**config.mk**
```make
export PLATFORM = sky130hd
export DESIGN_NAME = sg_chain_walker
export DESIGN_NICKNAME = d
export VERILOG_FILES = /design/src/rtl/sg_walk_pkg.sv /design/src/rtl/sg_ptr_regs.sv /design/src/rtl/sg_walker_fsm.sv /design/src/rtl/sg_chain_walker.sv
export SDC_FILE = /design/constraint.sdc
export NUM_CORES = 1
export LEC_CHECK = 0
export BUFFER_PORTS_ARGS = -buffer_cell sky130_fd_sc_hd__clkbuf_2
export CORE_UTILIZATION = 45
export CTS_CLUSTER_DIAMETER = 150
export DETAILED_ROUTE_END_ITERATION = 10
export PLACE_DENSITY = 0.75
export SETUP_SLACK_MARGIN = 0.4
export SLEW_MARGIN = 40
export SYNTH_ARGS = -nofsm -noshare
export SYNTH_HDL_FRONTEND = slang
export SYNTH_SLANG_ARGS = --single-unit
export TNS_END_PERCENT = 100
```
**constraint.sdc**
```tcl
create_clock -name clk -period 2.8 [get_ports clk]
set_input_delay 0.7 -clock clk [delete_from_list [all_inputs] [get_ports clk]]
set_output_delay 0.7 -clock clk [all_outputs]
set_load 0.01 [all_outputs]
```
**src/rtl/sg_walk_pkg.sv**
```systemverilog
package sg_walk_pkg;

  typedef enum logic [2:0] {
    S_IDLE,
    S_RD_REQ,
    S_RD_WAIT,
    S_CMD,
    S_XFER,
    S_WB,
    S_ERR
  } walk_state_e;

  localparam int LEN_W = 26;
  localparam int TAG_W = 8;

  localparam logic [2:0] W_LINK = 3'd0;
  localparam logic [2:0] W_BUF  = 3'd1;
  localparam logic [2:0] W_CTRL = 3'd4;
  localparam logic [2:0] W_STAT = 3'd5;
  localparam logic [2:0] W_TAGS = 3'd6;

  localparam int B_DONE = 31;
  localparam int B_SOF  = 27;
  localparam int B_EOF  = 26;

  // descriptor words fetched in order: 0, 1, 4, 5, 6
  function automatic logic [2:0] next_word(input logic [2:0] w);
    return (w == W_BUF) ? W_CTRL : w + 3'd1;
  endfunction

endpackage

```
**src/rtl/sg_ptr_regs.sv**
```systemverilog
module sg_ptr_regs #(
  parameter int ADDR_W = 16
) (
  input  logic              clk,
  input  logic              rst_n,
  input  logic              run,
  input  logic              idle,
  input  logic              head_we,
  input  logic [ADDR_W-1:0] head_wdata,
  input  logic              stop_we,
  input  logic [ADDR_W-1:0] stop_wdata,
  input  logic              advance,
  input  logic [ADDR_W-1:0] link_ptr,
  output logic [ADDR_W-1:0] head_q,
  output logic [ADDR_W-1:0] stop_q,
  output logic              start
);

  assign start = stop_we && run && idle;

  always_ff @(posedge clk) begin
    if (!rst_n) begin
      head_q <= '0;
      stop_q <= '0;
    end else begin
      if (advance)              head_q <= link_ptr;
      else if (head_we && idle) head_q <= head_wdata;
      if (stop_we)              stop_q <= stop_wdata;
    end
  end

  // head pointer frozen while the walk is running, except when following a link
  p_head_frozen_r8: assert property (@(posedge clk) disable iff (!rst_n)
    (!idle && !advance) |=> $stable(head_q));

endmodule

```
**src/rtl/sg_walker_fsm.sv**
```systemverilog
module sg_walker_fsm
  import sg_walk_pkg::*;
#(
  parameter int ADDR_W = 16
) (
  input  logic              clk,
  input  logic              rst_n,
  input  logic              run,
  input  logic              ioc_en,
  input  logic              start,
  input  logic [ADDR_W-1:0] head_q,
  input  logic [ADDR_W-1:0] stop_q,
  output logic              idle,
  output logic              advance,
  output logic [ADDR_W-1:0] link_ptr,
  output logic              mem_req_valid,
  input  logic              mem_req_ready,
  output logic              mem_req_write,
  output logic [ADDR_W-1:0] mem_req_addr,
  output logic [31:0]       mem_req_wdata,
  input  logic              mem_rsp_valid,
  input  logic [31:0]       mem_rsp_data,
  output logic              cmd_valid,
  input  logic              cmd_ready,
  output logic [31:0]       cmd_addr,
  output logic [LEN_W-1:0]  cmd_len,
  output logic              cmd_sof,
  output logic              cmd_eof,
  output logic [TAG_W-1:0]  cmd_tid,
  output logic [TAG_W-1:0]  cmd_tdest,
  input  logic              done_valid,
  input  logic [LEN_W-1:0]  done_bytes,
  output logic              busy,
  output logic              err,
  output logic              irq
);

  walk_state_e         state;
  logic [2:0]          widx;
  logic [ADDR_W-1:0]   link_q;
  logic [31:0]         buf_q;
  logic [27:0]         ctrl_q;
  logic [2*TAG_W-1:0]  tags_q;
  logic [LEN_W-1:0]    bytes_q;
  logic                at_stop;

  assign at_stop = (head_q == stop_q);

  always_ff @(posedge clk) begin
    if (!rst_n) begin
      state   <= S_IDLE;
      widx    <= W_LINK;
      link_q  <= '0;
      buf_q   <= '0;
      ctrl_q  <= '0;
      tags_q  <= '0;
      bytes_q <= '0;
      irq     <= 1'b0;
    end else begin
      irq <= 1'b0;
      unique case (state)
        S_IDLE: if (start) begin
          widx  <= W_LINK;
          state <= S_RD_REQ;
        end
        S_RD_REQ: if (mem_req_ready) state <= S_RD_WAIT;
        S_RD_WAIT: if (mem_rsp_valid) begin
          if (widx == W_LINK) link_q <= mem_rsp_data[ADDR_W-1:0];
          if (widx == W_BUF)  buf_q  <= mem_rsp_data;
          if (widx == W_CTRL) ctrl_q <= mem_rsp_data[27:0];
          if (widx == W_TAGS) tags_q <= mem_rsp_data[2*TAG_W-1:0];
          if (widx == W_STAT && mem_rsp_data[B_DONE]) state <= S_ERR;
          else if (widx == W_TAGS)                    state <= S_CMD;
          else begin
            widx  <= next_word(widx);
            state <= S_RD_REQ;
          end
        end
        S_CMD: if (cmd_ready) state <= S_XFER;
        S_XFER: if (done_valid) begin
          bytes_q <= done_bytes;
          state   <= S_WB;
        end
        S_WB: if (mem_req_ready) begin
          if (at_stop) begin
            state <= S_IDLE;
            irq   <= ioc_en;
          end else begin
            widx  <= W_LINK;
            state <= S_RD_REQ;
          end
        end
        S_ERR: if (!run) state <= S_IDLE;
        default: state <= S_IDLE;
      endcase
    end
  end

  assign idle          = (state == S_IDLE);
  assign busy          = !idle && (state != S_ERR);
  assign err           = (state == S_ERR);
  assign advance       = (state == S_WB) && mem_req_ready;
  assign link_ptr      = link_q;
  assign mem_req_valid = (state == S_RD_REQ) || (state == S_WB);
  assign mem_req_write = (state == S_WB);
  assign mem_req_addr  = head_q + ADDR_W'((state == S_WB) ? W_STAT : widx);
  assign mem_req_wdata = {1'b1, 5'b0, bytes_q};
  assign cmd_valid     = (state == S_CMD);
  assign cmd_addr      = buf_q;
  assign cmd_len       = ctrl_q[LEN_W-1:0];
  assign cmd_sof       = ctrl_q[B_SOF];
  assign cmd_eof       = ctrl_q[B_EOF];
  assign cmd_tid       = tags_q[2*TAG_W-1:TAG_W];
  assign cmd_tdest     = tags_q[TAG_W-1:0];

  p_req_hold_r4: assert property (@(posedge clk) disable iff (!rst_n)
    (mem_req_valid && !mem_req_ready) |=>
      (mem_req_valid && $stable(mem_req_addr) && $stable(mem_req_write) && $stable(mem_req_wdata)));

  p_cmd_hold_r4: assert property (@(posedge clk) disable iff (!rst_n)
    (cmd_valid && !cmd_ready) |=>
      (cmd_valid && $stable(cmd_addr) && $stable(cmd_len) && $stable(cmd_tid) && $stable(cmd_tdest)));

  p_rsp_expected_r2: assert property (@(posedge clk) disable iff (!rst_n)
    mem_rsp_valid |-> (state == S_RD_WAIT));

  p_err_quiet_r9: assert property (@(posedge clk) disable iff (!rst_n)
    err |-> (!cmd_valid && !mem_req_valid && !busy));

  p_irq_idle_r10: assert property (@(posedge clk) disable iff (!rst_n)
    irq |-> (idle && !busy));

  p_irq_pulse_r10: assert property (@(posedge clk) disable iff (!rst_n)
    irq |=> !irq);

endmodule

```
**src/rtl/sg_chain_walker.sv**
```systemverilog
module sg_chain_walker
  import sg_walk_pkg::*;
#(
  parameter int ADDR_W = 16
) (
  input  logic              clk,
  input  logic              rst_n,
  input  logic              run,
  input  logic              ioc_en,
  input  logic              head_we,
  input  logic [ADDR_W-1:0] head_wdata,
  input  logic              stop_we,
  input  logic [ADDR_W-1:0] stop_wdata,
  output logic              mem_req_valid,
  input  logic              mem_req_ready,
  output logic              mem_req_write,
  output logic [ADDR_W-1:0] mem_req_addr,
  output logic [31:0]       mem_req_wdata,
  input  logic              mem_rsp_valid,
  input  logic [31:0]       mem_rsp_data,
  output logic              cmd_valid,
  input  logic              cmd_ready,
  output logic [31:0]       cmd_addr,
  output logic [25:0]       cmd_len,
  output logic              cmd_sof,
  output logic              cmd_eof,
  output logic [7:0]        cmd_tid,
  output logic [7:0]        cmd_tdest,
  input  logic              done_valid,
  input  logic [25:0]       done_bytes,
  output logic              busy,
  output logic              err,
  output logic              irq
);

  logic              idle_w;
  logic              advance_w;
  logic              start_w;
  logic [ADDR_W-1:0] link_w;
  logic [ADDR_W-1:0] head_w;
  logic [ADDR_W-1:0] stop_w;

  sg_ptr_regs #(.ADDR_W(ADDR_W)) ptr_i (
    .clk(clk), .rst_n(rst_n), .run(run), .idle(idle_w),
    .head_we(head_we), .head_wdata(head_wdata),
    .stop_we(stop_we), .stop_wdata(stop_wdata),
    .advance(advance_w), .link_ptr(link_w),
    .head_q(head_w), .stop_q(stop_w), .start(start_w)
  );

  sg_walker_fsm #(.ADDR_W(ADDR_W)) fsm_i (
    .clk(clk), .rst_n(rst_n), .run(run), .ioc_en(ioc_en),
    .start(start_w), .head_q(head_w), .stop_q(stop_w),
    .idle(idle_w), .advance(advance_w), .link_ptr(link_w),
    .mem_req_valid(mem_req_valid), .mem_req_ready(mem_req_ready),
    .mem_req_write(mem_req_write), .mem_req_addr(mem_req_addr),
    .mem_req_wdata(mem_req_wdata), .mem_rsp_valid(mem_rsp_valid),
    .mem_rsp_data(mem_rsp_data), .cmd_valid(cmd_valid), .cmd_ready(cmd_ready),
    .cmd_addr(cmd_addr), .cmd_len(cmd_len), .cmd_sof(cmd_sof), .cmd_eof(cmd_eof),
    .cmd_tid(cmd_tid), .cmd_tdest(cmd_tdest), .done_valid(done_valid),
    .done_bytes(done_bytes), .busy(busy), .err(err), .irq(irq)
  );

endmodule

```
==> out/results.txt <==
wire per inst -> 14.7 µm
share of cells above drive strength 1 -> 32.3%
Area growth syn-to-layout -> 31.3%
DRC -> 11
Clock Tree Buf Depth -> 2
Clk pwr share -> 47.5%
min-delay src -> fsm_i.ctrl_q[4]
hold buffer count at CTS -> 0
final setup margin -> -204 ps
Initial Utilization -> 46.7%
clk slew on worst S/H paths -> 60 ps
Sw Pwr -> 1210 µW
CP max FO -> 4
minimum clock period -> 3000 ps
number of vias per cell -> 5.01
RSZ-0062 raised after global routing -> yes
status -> complete, but fails checks
FF-to-FF Start -> fsm_i.state[1]
WS Path Type -> reg2out
Die Area -> 0.0158 mm²
Seq/Total Area, Yosys -> 45.7%
slowest cell on the critical path -> dfxtp_2
failing checks -> DRC, setup timing
Yosys cell types -> 53
PortBufs -> 223
Final nets -> 1,115
area leader, netlist -> dfxtp_1
Slew Limit Headroom -> 57.9%
Static Leak -> 0.00409 µW
core area -> 0.0148 mm²
CTS H-Tree Depth -> 4
grt ovf -> 0
Levels on crit path -> 11
Final Skew -> 6.99 ps
worst path bufs/invs -> 2
post-DP HPWL -> 12,400 µm
GRT Total Usage -> 22.7%
dpl ws -> 144 ps
DR pass1 iterations -> 10
Cells after Synth -> 795
clock insertion delay at the later pin of the skew report -> 420 ps
sequential power share -> 44.2%
Reg2Reg Depth -> 6
Internal -> 4040 µW
Post-synth EDFFs -> 0
most instantiated cells after synthesis -> nand2_1 (266), dfxtp_1 (157), a21boi_0 (69)
Hold WC Path Type -> reg2reg
Max-Cap Viols -> 0
combinational share of power -> 8.3%
Arr. time, crit path -> 2300 ps
Yosys reg bits -> 157
count leader, synth -> nand2_1
hold slack -> 451 ps
CP max stage delay -> 320 ps
initial antenna violation count -> 0
synth top area cells -> dfxtp_1 (46%), nand2_1 (15%), a21boi_0 (7.5%), a21boi_1 (5.5%), mux2i_1 (4.9%)
CP required -> 2100 ps
CTS tree -> built
met1 global-route usage -> 29.6%
CP Launch Point -> fsm_i.state[0]
Max VDD drop -> 0.422 mV
final setup vio count -> 14
Antenna Nets Post-Route -> 0
fmax -> 0.333 GHz
Root Buffer Master -> clkbuf_16
hold path cells -> 2
Placer Congestion -> 0.813
Sw Share -> 23.0%
Worst setup EP type -> output pin
Die Y-Extent -> 126 µm
# diodes -> 0
Post-Syn Area -> 0.00688 mm²
final slew viol count -> 0
CP dominant cell by count -> nor2_4
io pins -> 230
pin count of the biggest net entering global routing -> 64
Least-Margin Pin Slew -> 631 ps
gr busiest metal -> met2
crit share post-route -> 107%
Synth warnings -> 0
Post-synth ARST share -> 0%
Vias -> 6,054
grt met3 use -> 6.20%
CP Launch Type -> flip-flop
CTS Sinks -> 157
TritonCTS Buffers -> 17
first-pass GRT wire length -> 28,600 µm
Site Rows -> 44
Fin. Hold Viols -> 0
syn_area_per_cell -> 8.66 µm²
Synth top area share -> 45.7%
GR Layer Usage met2 -> 35.8%
cell family with most CP delay -> simple AND/OR/NAND/NOR gates
Synth Flop Type -> dfxtp_1
total wire length -> 17,800 µm
Power per Cell Area -> 581 mW/mm²
total power -> 5250 µW
Die X -> 126 µm
starting DRC count in detailed routing -> 361
cell breakdown of the critical path -> nor2b_4, nand2_4, inv_4, nor2_4, ha_4, a21o_1, a21oi_4, nor2_4, and3_4, xor2_2, buf_2
number of global-route vias before repair -> 5,711
[routing by layer]
layer / part of all wire [%] / up-vias / wire length (µm)
met1: 46 / 2776 / 8250
met4: 1.9 / 0 / 336
met3: 6.8 / 28 / 1210
li1: - / 3047 / -
met5: 0 / - / 0
met2: 45 / 203 / 8010
[metrics by stage]
stage                     setup TNS, ps  instances  area (µm²)  util (%)
after floorplan                       0        799        7020         -
after global placement                0       1166        8200      55.6
after detailed placement              0       1166        8200      55.6
after CTS                         -1740       1204        8950      60.7
after global routing              -3080       1208        9040      61.3
final                             -1910       1208        9040      61.3
[power by group through the flow]
stage	Combinational (µW)	Sequential [µW]	Clock, µW
after floorplan	280	2350	0
after global placement	423	2360	0
after detailed placement	423	2370	0
after CTS	431	2320	2540
after global routing	475	2320	2640
final	437	2320	2490
[tightest hold or removal path, delay by kind of cell, from the launching register on]
family          cells  cell delay, ps
simple gates        1              50
compound gates      1              50
flops               1             310
[cells by family after synthesis]
logic type	count (synthesis)	share of synthesized area (%)
adder cells (fa/ha/maj)	4	0.836
flip-flops	157	45.7
other	2	0.109
AO/OA/AOI/OAI	159	17.8
XOR/XNOR	31	3.94
buffers and inverters	67	5.22
multiplexers	34	4.94
AND/OR/NAND/NOR	341	21.5
[cell usage in the layout (no fill, tap or decap), types with 12 or more instances in the layout]
| cell | netlist | final |
|---|---|---|
| nand2_1 | 266 | 260 |
| clkbuf_2 | 0 | 208 |
| dfxtp_1 | 157 | 154 |
| a21boi_0 | 69 | 69 |
| a21boi_1 | 50 | 50 |
| mux2i_1 | 34 | 34 |
| buf_4 | 10 | 30 |
| xor2_1 | 23 | 21 |
| nor2b_1 | 19 | 18 |
| clkbuf_16 | 0 | 17 |
| o211a_1 | 16 | 16 |
| buf_2 | 20 | 13 |
| nor2_1 | 17 | 12 |
[registers in the layout, summed over array words and instances (netlist names)]
signal / count
fsm_i.bytes_q: 26
fsm_i.cmd_addr: 32
fsm_i.ctrl_q: 28
fsm_i.irq: 1
fsm_i.link_ptr: 16
fsm_i.state: 3
fsm_i.tags_q: 16
fsm_i.widx: 3
ptr_i.head_q: 16
ptr_i.stop_q: 16
[worst paths after layout]
kind	slack (ps)	end
hold / removal	450	fsm_i.ctrl_q[4]
hold reg to reg	450	fsm_i.ctrl_q[4]
setup reg to reg	700	fsm_i.link_ptr[12]
setup / recovery	-200	mem_req_addr[7]
[layout make-up]
type                            count  area (µm²)
Multi-Input combinational cell    575        3610
Inverter                            4        17.5
Timing Repair Buffer              256        1400
Sequential cell                   157        3150
Tap cell                          184         230
Clock buffer                       20         457
Clock inverter                     12         184
Fill cell                        1327        5710
[what timing repair did]
item                       4_1_cts  5_1_grt
pin swaps                       12        6
gates resized for setup         13       25
setup endpoints to repair       15       15
setup buffers                    6        4
(Power assumes the default switching activity.)
